## src/rtl/segmap_pkg.sv

```systemverilog
package segmap_pkg;
  localparam int SEG_W = 2;
  localparam int OFF_W = 12;
  localparam int PA_W  = 16;
  localparam int LEN_W = OFF_W + 1;
  localparam int VA_W  = SEG_W + OFF_W;
  localparam int NSEG  = 1 << SEG_W;

  typedef enum logic [1:0] {
    FLT_NONE  = 2'b00,
    FLT_NOSEG = 2'b01,
    FLT_BOUND = 2'b10,
    FLT_PERM  = 2'b11
  } fault_e;

  typedef struct packed {
    logic             present;
    logic             can_rd;
    logic             can_wr;
    logic [LEN_W-1:0] len;
    logic [PA_W-1:0]  base;
  } seg_ent_t;
endpackage

```

## src/rtl/segmap_table.sv

```systemverilog
module segmap_table
  import segmap_pkg::*;
(
  input  logic             clk,
  input  logic             rst_n,
  input  logic             wr_en,
  input  logic [SEG_W-1:0] wr_sel,
  input  seg_ent_t         wr_ent,
  input  logic [SEG_W-1:0] rd_sel,
  output seg_ent_t         rd_ent
);
  seg_ent_t ents [NSEG];

  for (genvar i = 0; i < NSEG; i++) begin : g_ent
    always_ff @(posedge clk) begin
      if (!rst_n) begin
        ents[i] <= '0;
      end else if (wr_en && (wr_sel == SEG_W'(i))) begin
        ents[i] <= wr_ent;
      end
    end
  end

  assign rd_ent = ents[rd_sel];
endmodule

```

## src/rtl/segmap_check.sv

```systemverilog
module segmap_check
  import segmap_pkg::*;
(
  input  seg_ent_t         ent,
  input  logic [OFF_W-1:0] off,
  input  logic             is_wr,
  output fault_e           fault,
  output logic [PA_W-1:0]  paddr
);
  logic in_bound;
  logic allowed;

  always_comb begin
    in_bound = ({1'b0, off} < ent.len);
    allowed  = is_wr ? ent.can_wr : ent.can_rd;
    if (!ent.present)   fault = FLT_NOSEG;
    else if (!in_bound) fault = FLT_BOUND;
    else if (!allowed)  fault = FLT_PERM;
    else                fault = FLT_NONE;
    paddr = (fault == FLT_NONE) ? (ent.base + PA_W'(off)) : '0;
  end
endmodule

```

## src/rtl/segmap_outreg.sv

```systemverilog
module segmap_outreg
  import segmap_pkg::*;
(
  input  logic            clk,
  input  logic            rst_n,
  input  logic            in_valid,
  output logic            in_ready,
  input  logic [PA_W-1:0] in_paddr,
  input  fault_e          in_fault,
  output logic            out_valid,
  input  logic            out_ready,
  output logic [PA_W-1:0] out_paddr,
  output logic [1:0]      out_fault
);
  assign in_ready = !out_valid || out_ready;

  always_ff @(posedge clk) begin
    if (!rst_n) begin
      out_valid <= 1'b0;
      out_paddr <= '0;
      out_fault <= FLT_NONE;
    end else if (in_ready) begin
      out_valid <= in_valid;
      if (in_valid) begin
        out_paddr <= in_paddr;
        out_fault <= in_fault;
      end
    end
  end
endmodule

```

## src/rtl/segmap_unit.sv

```systemverilog
module segmap_unit
  import segmap_pkg::*;
(
  input  logic             clk,
  input  logic             rst_n,
  input  logic             tbl_we,
  input  logic [SEG_W-1:0] tbl_sel,
  input  logic [PA_W-1:0]  tbl_base,
  input  logic [LEN_W-1:0] tbl_len,
  input  logic             tbl_present,
  input  logic             tbl_can_rd,
  input  logic             tbl_can_wr,
  input  logic             req_valid,
  output logic             req_ready,
  input  logic [VA_W-1:0]  req_vaddr,
  input  logic             req_write,
  output logic             rsp_valid,
  input  logic             rsp_ready,
  output logic [PA_W-1:0]  rsp_paddr,
  output logic [1:0]       rsp_fault
);
  seg_ent_t         new_ent;
  seg_ent_t         cur_ent;
  logic [SEG_W-1:0] seg_idx;
  logic [OFF_W-1:0] seg_off;
  fault_e           chk_fault;
  logic [PA_W-1:0]  chk_paddr;

  assign seg_idx = req_vaddr[VA_W-1 -: SEG_W];
  assign seg_off = req_vaddr[OFF_W-1:0];

  always_comb begin
    new_ent.present = tbl_present;
    new_ent.can_rd  = tbl_can_rd;
    new_ent.can_wr  = tbl_can_wr;
    new_ent.len     = tbl_len;
    new_ent.base    = tbl_base;
  end

  segmap_table table_i (
    .clk    (clk),
    .rst_n  (rst_n),
    .wr_en  (tbl_we),
    .wr_sel (tbl_sel),
    .wr_ent (new_ent),
    .rd_sel (seg_idx),
    .rd_ent (cur_ent)
  );

  segmap_check check_i (
    .ent   (cur_ent),
    .off   (seg_off),
    .is_wr (req_write),
    .fault (chk_fault),
    .paddr (chk_paddr)
  );

  segmap_outreg outreg_i (
    .clk       (clk),
    .rst_n     (rst_n),
    .in_valid  (req_valid),
    .in_ready  (req_ready),
    .in_paddr  (chk_paddr),
    .in_fault  (chk_fault),
    .out_valid (rsp_valid),
    .out_ready (rsp_ready),
    .out_paddr (rsp_paddr),
    .out_fault (rsp_fault)
  );
endmodule

```

## config.mk

```make
export PLATFORM = sky130hd
export DESIGN_NAME = segmap_unit
export DESIGN_NICKNAME = d
export VERILOG_FILES = /design/src/rtl/segmap_pkg.sv /design/src/rtl/segmap_table.sv /design/src/rtl/segmap_check.sv /design/src/rtl/segmap_outreg.sv /design/src/rtl/segmap_unit.sv
export SDC_FILE = /design/constraint.sdc
export NUM_CORES = 1
export LEC_CHECK = 0
export ABC_AREA = 1
export BUFFER_PORTS_ARGS = -buffer_cell sky130_fd_sc_hd__buf_2
export CAP_MARGIN = 20
export CORE_MARGIN = 8
export CORE_UTILIZATION = 45
export DETAILED_ROUTE_END_ITERATION = 16
export REMOVE_ABC_BUFFERS = 1
export SETUP_SLACK_MARGIN = 0.2
export SLEW_MARGIN = 20
export SYNTH_ARGS = -nofsm -noshare
export SYNTH_HDL_FRONTEND = slang
export SYNTH_HIERARCHICAL = 1
export SYNTH_SLANG_ARGS = --single-unit
export TNS_END_PERCENT = 100
```

## constraint.sdc

```tcl
create_clock -name clk -period 4.9 [get_ports clk]
set_input_delay 0.49 -clock clk [delete_from_list [all_inputs] [get_ports clk]]
set_output_delay 0.49 -clock clk [all_outputs]
set_load 0.01 [all_outputs]
```

==> impl_metrics.xml <==
<?xml version="1.0" encoding="UTF-8"?>
<metrics>
  <group name="finish">
    <metric name="postLayoutCellArea" unit="µm²">9390</metric>
    <metric name="drive_gt1_share" unit="%">12.6</metric>
    <metric name="antenna_cells" unit="">0</metric>
    <metric name="design.final.nets" unit="">1197</metric>
    <metric name="flow.area_growth_from_synthesis" unit="%">11.1</metric>
    <metric name="stdcell_count" unit="">1366</metric>
    <metric name="final_core_utilization" unit="%">50.5</metric>
  </group>
  <group name="clock_tree">
    <metric name="clock-root-buffer" unit="">sky130_fd_sc_hd__clkbuf_16</metric>
    <metric name="clock_latency" unit="ps">420</metric>
    <metric name="cts.hold.buffers_added" unit="">0</metric>
    <metric name="clk_pin_slew_worst_paths" unit="ps">60</metric>
    <metric name="cts_buffer_depth" unit="">2</metric>
    <metric name="cts_inserted_buffers" unit="">17</metric>
    <metric name="cts_tree" unit="">done</metric>
    <metric name="cts_max_level" unit="">4</metric>
    <metric name="post_cts.repair.setup_buffers" unit="">0</metric>
    <metric name="postCtsResizedCells" unit="">0</metric>
    <metric name="clock_sinks" unit="">147</metric>
  </group>
  <group name="pwr">
    <metric name="clkPwrFrac" unit="%">38.2</metric>
    <metric name="power.density" unit="nW/µm²">345</metric>
    <metric name="power.share.sequential" unit="%">45.7</metric>
    <metric name="peak_ir_drop_on_the_vdd_network" unit="mV">0.259</metric>
    <metric name="power.switching" unit="µW">908</metric>
    <metric name="comb_power_share" unit="%">16.2</metric>
    <metric name="p_sw_share" unit="%">28.0</metric>
    <metric name="power_leakage" unit="µW">0.00478</metric>
    <metric name="power.internal" unit="µW">2330</metric>
  </group>
  <group name="synthesis">
    <metric name="post_synthesis_sequential_area_ratio" unit="%">50.0</metric>
    <metric name="top_area_cells_in_the_synthesized_netlist" unit="">sky130_fd_sc_hd__edfxtp_1 (45%), sky130_fd_sc_hd__nand2_1 (12%), sky130_fd_sc_hd__inv_1 (10%), sky130_fd_sc_hd__nor2_1 (7.3%), sky130_fd_sc_hd__nand3_1 (5.6%)</metric>
    <metric name="netlist_instances" unit="">1063</metric>
    <metric name="synth-async-reset-ratio" unit="%">0</metric>
    <metric name="synth_flop_cell" unit="">sky130_fd_sc_hd__edfxtp_1</metric>
    <metric name="netlist-cell-type-count" unit="">32</metric>
    <metric name="synth_top_cell_area_share" unit="%">45.5</metric>
    <metric name="most_numerous_cell_in_the_yosys_netlist" unit="">sky130_fd_sc_hd__nand2_1</metric>
    <metric name="synth-warning-count" unit="">6</metric>
    <metric name="mappedNetlistArea" unit="µm²">8450</metric>
    <metric name="syn-mean-instance-area" unit="µm²">7.95</metric>
    <metric name="synth_commonest_cells" unit="">sky130_fd_sc_hd__nand2_1 (280), sky130_fd_sc_hd__inv_1 (235), sky130_fd_sc_hd__nor2_1 (165)</metric>
    <metric name="synth-seq-cells" unit="">147</metric>
    <metric name="number_of_enable_flip_flop_cells_after_synthesis" unit="">128</metric>
    <metric name="netlist.top_cell.by_area" unit="">sky130_fd_sc_hd__edfxtp_1</metric>
  </group>
  <group name="place">
    <metric name="preCtsSetupSlack" unit="ps">1620</metric>
    <metric name="placement.io_buffers" unit="">73</metric>
    <metric name="detailed_place_hpwl" unit="µm">12400</metric>
    <metric name="gp_congestion" unit="">0.809</metric>
    <metric name="numPlacedInstances" unit="">1334</metric>
    <metric name="detailed_place.area" unit="µm²">8830</metric>
  </group>
  <group name="global_route">
    <metric name="grt_overflow" unit="">0</metric>
    <metric name="gr-usage-all-layers" unit="%">17.5</metric>
    <metric name="first_global_vias" unit="">6227</metric>
    <metric name="grt_first_pass_wirelength" unit="µm">32400</metric>
    <metric name="grt_antenna_before_repair" unit="">0</metric>
    <metric name="grt_max_degree" unit="">65</metric>
  </group>
  <group name="outcome">
    <metric name="run_status" unit="">completed</metric>
  </group>
  <group name="timing">
    <metric name="post-route-worst-setup-slack" unit="ps">2060</metric>
    <metric name="final-setup-viol-count" unit="">0</metric>
    <metric name="worst-slew-pin-transition" unit="ps">980</metric>
    <metric name="fin_worst_skew" unit="ps">6.76</metric>
    <metric name="max_clock_freq" unit="MHz">352</metric>
    <metric name="worst_slew_margin_rel" unit="%">34.6</metric>
    <metric name="fin_tns_setup" unit="ps">0</metric>
    <metric name="layout_min_cycle_time" unit="ps">2840</metric>
    <metric name="grt_setup_unrepaired" unit="">no</metric>
    <metric name="layout_worst_path_cycle_share" unit="%">58.0</metric>
    <metric name="final_hold_viol_count" unit="">0</metric>
    <metric name="finalMaxSlewViolations" unit="">0</metric>
  </group>
  <group name="critical_path">
    <metric name="crit_path_end_kind" unit="">register</metric>
    <metric name="worst_ep_arrival_time" unit="ps">3160</metric>
    <metric name="cpMaxStageDelayCell" unit="">sky130_fd_sc_hd__inv_2</metric>
    <metric name="path_common_cell" unit="">sky130_fd_sc_hd__nand2_1</metric>
    <metric name="worstSetupStartpointType" unit="">input pin</metric>
    <metric name="cp_slowest_stage_delay" unit="ps">690</metric>
    <metric name="regToRegSetupSlack" unit="ps">2600</metric>
    <metric name="startpoint" unit="">req_vaddr[12]</metric>
    <metric name="path_max_fanout" unit="">51</metric>
    <metric name="critical_path.endpoint" unit="">outreg_i/out_paddr[11]</metric>
    <metric name="r2r-start" unit="">table_i/ents[1][9]</metric>
    <metric name="critical_path.reg2reg.endpoint" unit="">outreg_i/out_paddr[11]</metric>
    <metric name="path_class" unit="">input pin to register</metric>
    <metric name="worst-r2r-cell-count" unit="">16</metric>
    <metric name="cpLargestDelayFamily" unit="">simple AND/OR/NAND/NOR gates</metric>
    <metric name="cell_by_cell_listing_of_the_critical_path" unit="">buf_2 &gt; inv_2 &gt; nand2_1 &gt; nand3_1 &gt; nand2_1 &gt; ha_1 &gt; nand2_1 &gt; nor2_1 &gt; nand3_1 &gt; nand3_1 &gt; nand2_1 &gt; nand2_1 &gt; nor2_2 &gt; inv_1 &gt; nand3_1 &gt; nand2_1 &gt; nor2_1</metric>
    <metric name="cell_depth_of_the_worst_setup_path" unit="">17</metric>
    <metric name="worstPathRequired" unit="ps">5220</metric>
    <metric name="crit_buf_inv" unit="">3</metric>
  </group>
  <group name="routing">
    <metric name="overall_via_count_from_detail_route" unit="">6475</metric>
    <metric name="drt_first_pass_iters" unit="">5</metric>
    <metric name="detail_route.vias_per_cell" unit="">4.74</metric>
    <metric name="avgRoutedWirePerCell" unit="µm">14.5</metric>
    <metric name="drc_markers" unit="">0</metric>
    <metric name="route.final.wire_length" unit="µm">19800</metric>
    <metric name="detail-route-antenna-nets" unit="">0</metric>
    <metric name="detailedRoute.firstIterationViolations" unit="">358</metric>
  </group>
  <group name="floorplan">
    <metric name="core_area" unit="µm²">18600</metric>
    <metric name="dieArea" unit="µm²">23400</metric>
    <metric name="initial_utilization" unit="%">45.5</metric>
    <metric name="number_of_ports_placed_on_the_die_boundary" unit="">74</metric>
    <metric name="fp.dieW" unit="µm">153</metric>
    <metric name="die_h" unit="µm">153</metric>
    <metric name="core.rowCount" unit="">50</metric>
  </group>
  <group name="hold_path">
    <metric name="min_path_type" unit="">input pin to register</metric>
  </group>
  <group name="job">
    <metric name="cap_viol_max_count" unit="">0</metric>
  </group>
</metrics>
[stage by stage]
stage	power (µW)	hold WS (ps)
2_1_floorplan	1860	516
3_3_place_gp	2030	456
3_5_place_dp	2030	465
4_1_cts	3270	394
5_1_grt	3410	410
6_report	3240	407
[flip-flops by register name, summed over array words and instances (netlist names)]
signal,cells
outreg_i/out_valid,1
outreg_i/out_paddr,16
outreg_i/out_fault,2
table_i/ents,128
[area by class of cell]
type                            count  area (µm²)
Multi-Input combinational cell    634        2990
Timing Repair Buffer               82         433
Inverter                          237         890
Tap cell                          234         293
Sequential cell                   147        4220
Fill cell                        1781        9190
Clock inverter                     15         134
Clock buffer                       17         425
[how the worst min path moves through the flow]
stage          slack (ps)  cells past startpoint                   start                endpoint
2_1_floorplan         520                      2  outreg_i/out_paddr[10]  outreg_i/out_paddr[10]
3_3_place_gp          460                      2   outreg_i/out_paddr[3]   outreg_i/out_paddr[3]
3_5_place_dp          470                      2   outreg_i/out_paddr[3]   outreg_i/out_paddr[3]
4_1_cts               390                      3              tbl_can_wr     table_i/ents[2][29]
5_1_grt               410                      3            tbl_base[12]     table_i/ents[3][12]
6_report              410                      3              tbl_can_wr     table_i/ents[2][29]
[layout by cell type, fill, tap and decap left out, drive strengths merged]
master	instances
xnor2	6
clkbuf	17
clkinv	9
a21oi	29
and2	2
mux2	1
buf	82
xor2	1
nand2	281
nor2	179
nand4	6
nand3b	5
nand3	96
a21boi	1
clkinvlp	2
edfxtp	128
inv	240
fa	1
nor3	2
dfxtp	19
ha	23
o21ai	1
bufinv	1
[metal layers]
layer  GRT usage (%)  vias to the layer above  share of wire (%)
li1                -                     3345                  -
met1            21.9                     2953                 47
met2            29.3                      147                 46
met3            3.41                       30                4.3
met4            6.88                        0                2.5
met5               0                        -                  0
[tightest hold or removal path: cells and delay by family]
kind | cells | cell delay [ps]
buffers and inverters | 2 | 130
and+or+nand+nor | 1 | 90
[cell families (layout without fill, tap and decap cells)]
family / after synthesis / in the layout / share of synthesized area, %
multiplexers: 1 / 1 / 0.133
buffers and inverters: 282 / 351 / 14.7
flip-flops: 147 / 147 / 50.0
adder cells (fa/ha/maj): 24 / 24 / 3.64
XOR/XNOR: 7 / 7 / 0.725
AO/OA/AOI/OAI: 31 / 31 / 2.35
AND/OR/NAND/NOR: 571 / 571 / 28.5
[power groups by stage]
stage	combinational [µW]	sequential [µW]	clock [µW]
final	524	1480	1240
after global routing	604	1490	1320
after CTS	529	1480	1260
after detailed placement	526	1510	0
after global placement	523	1510	0
after floorplan	350	1510	0
No activity file was read; power rests on OpenSTA's default activity.
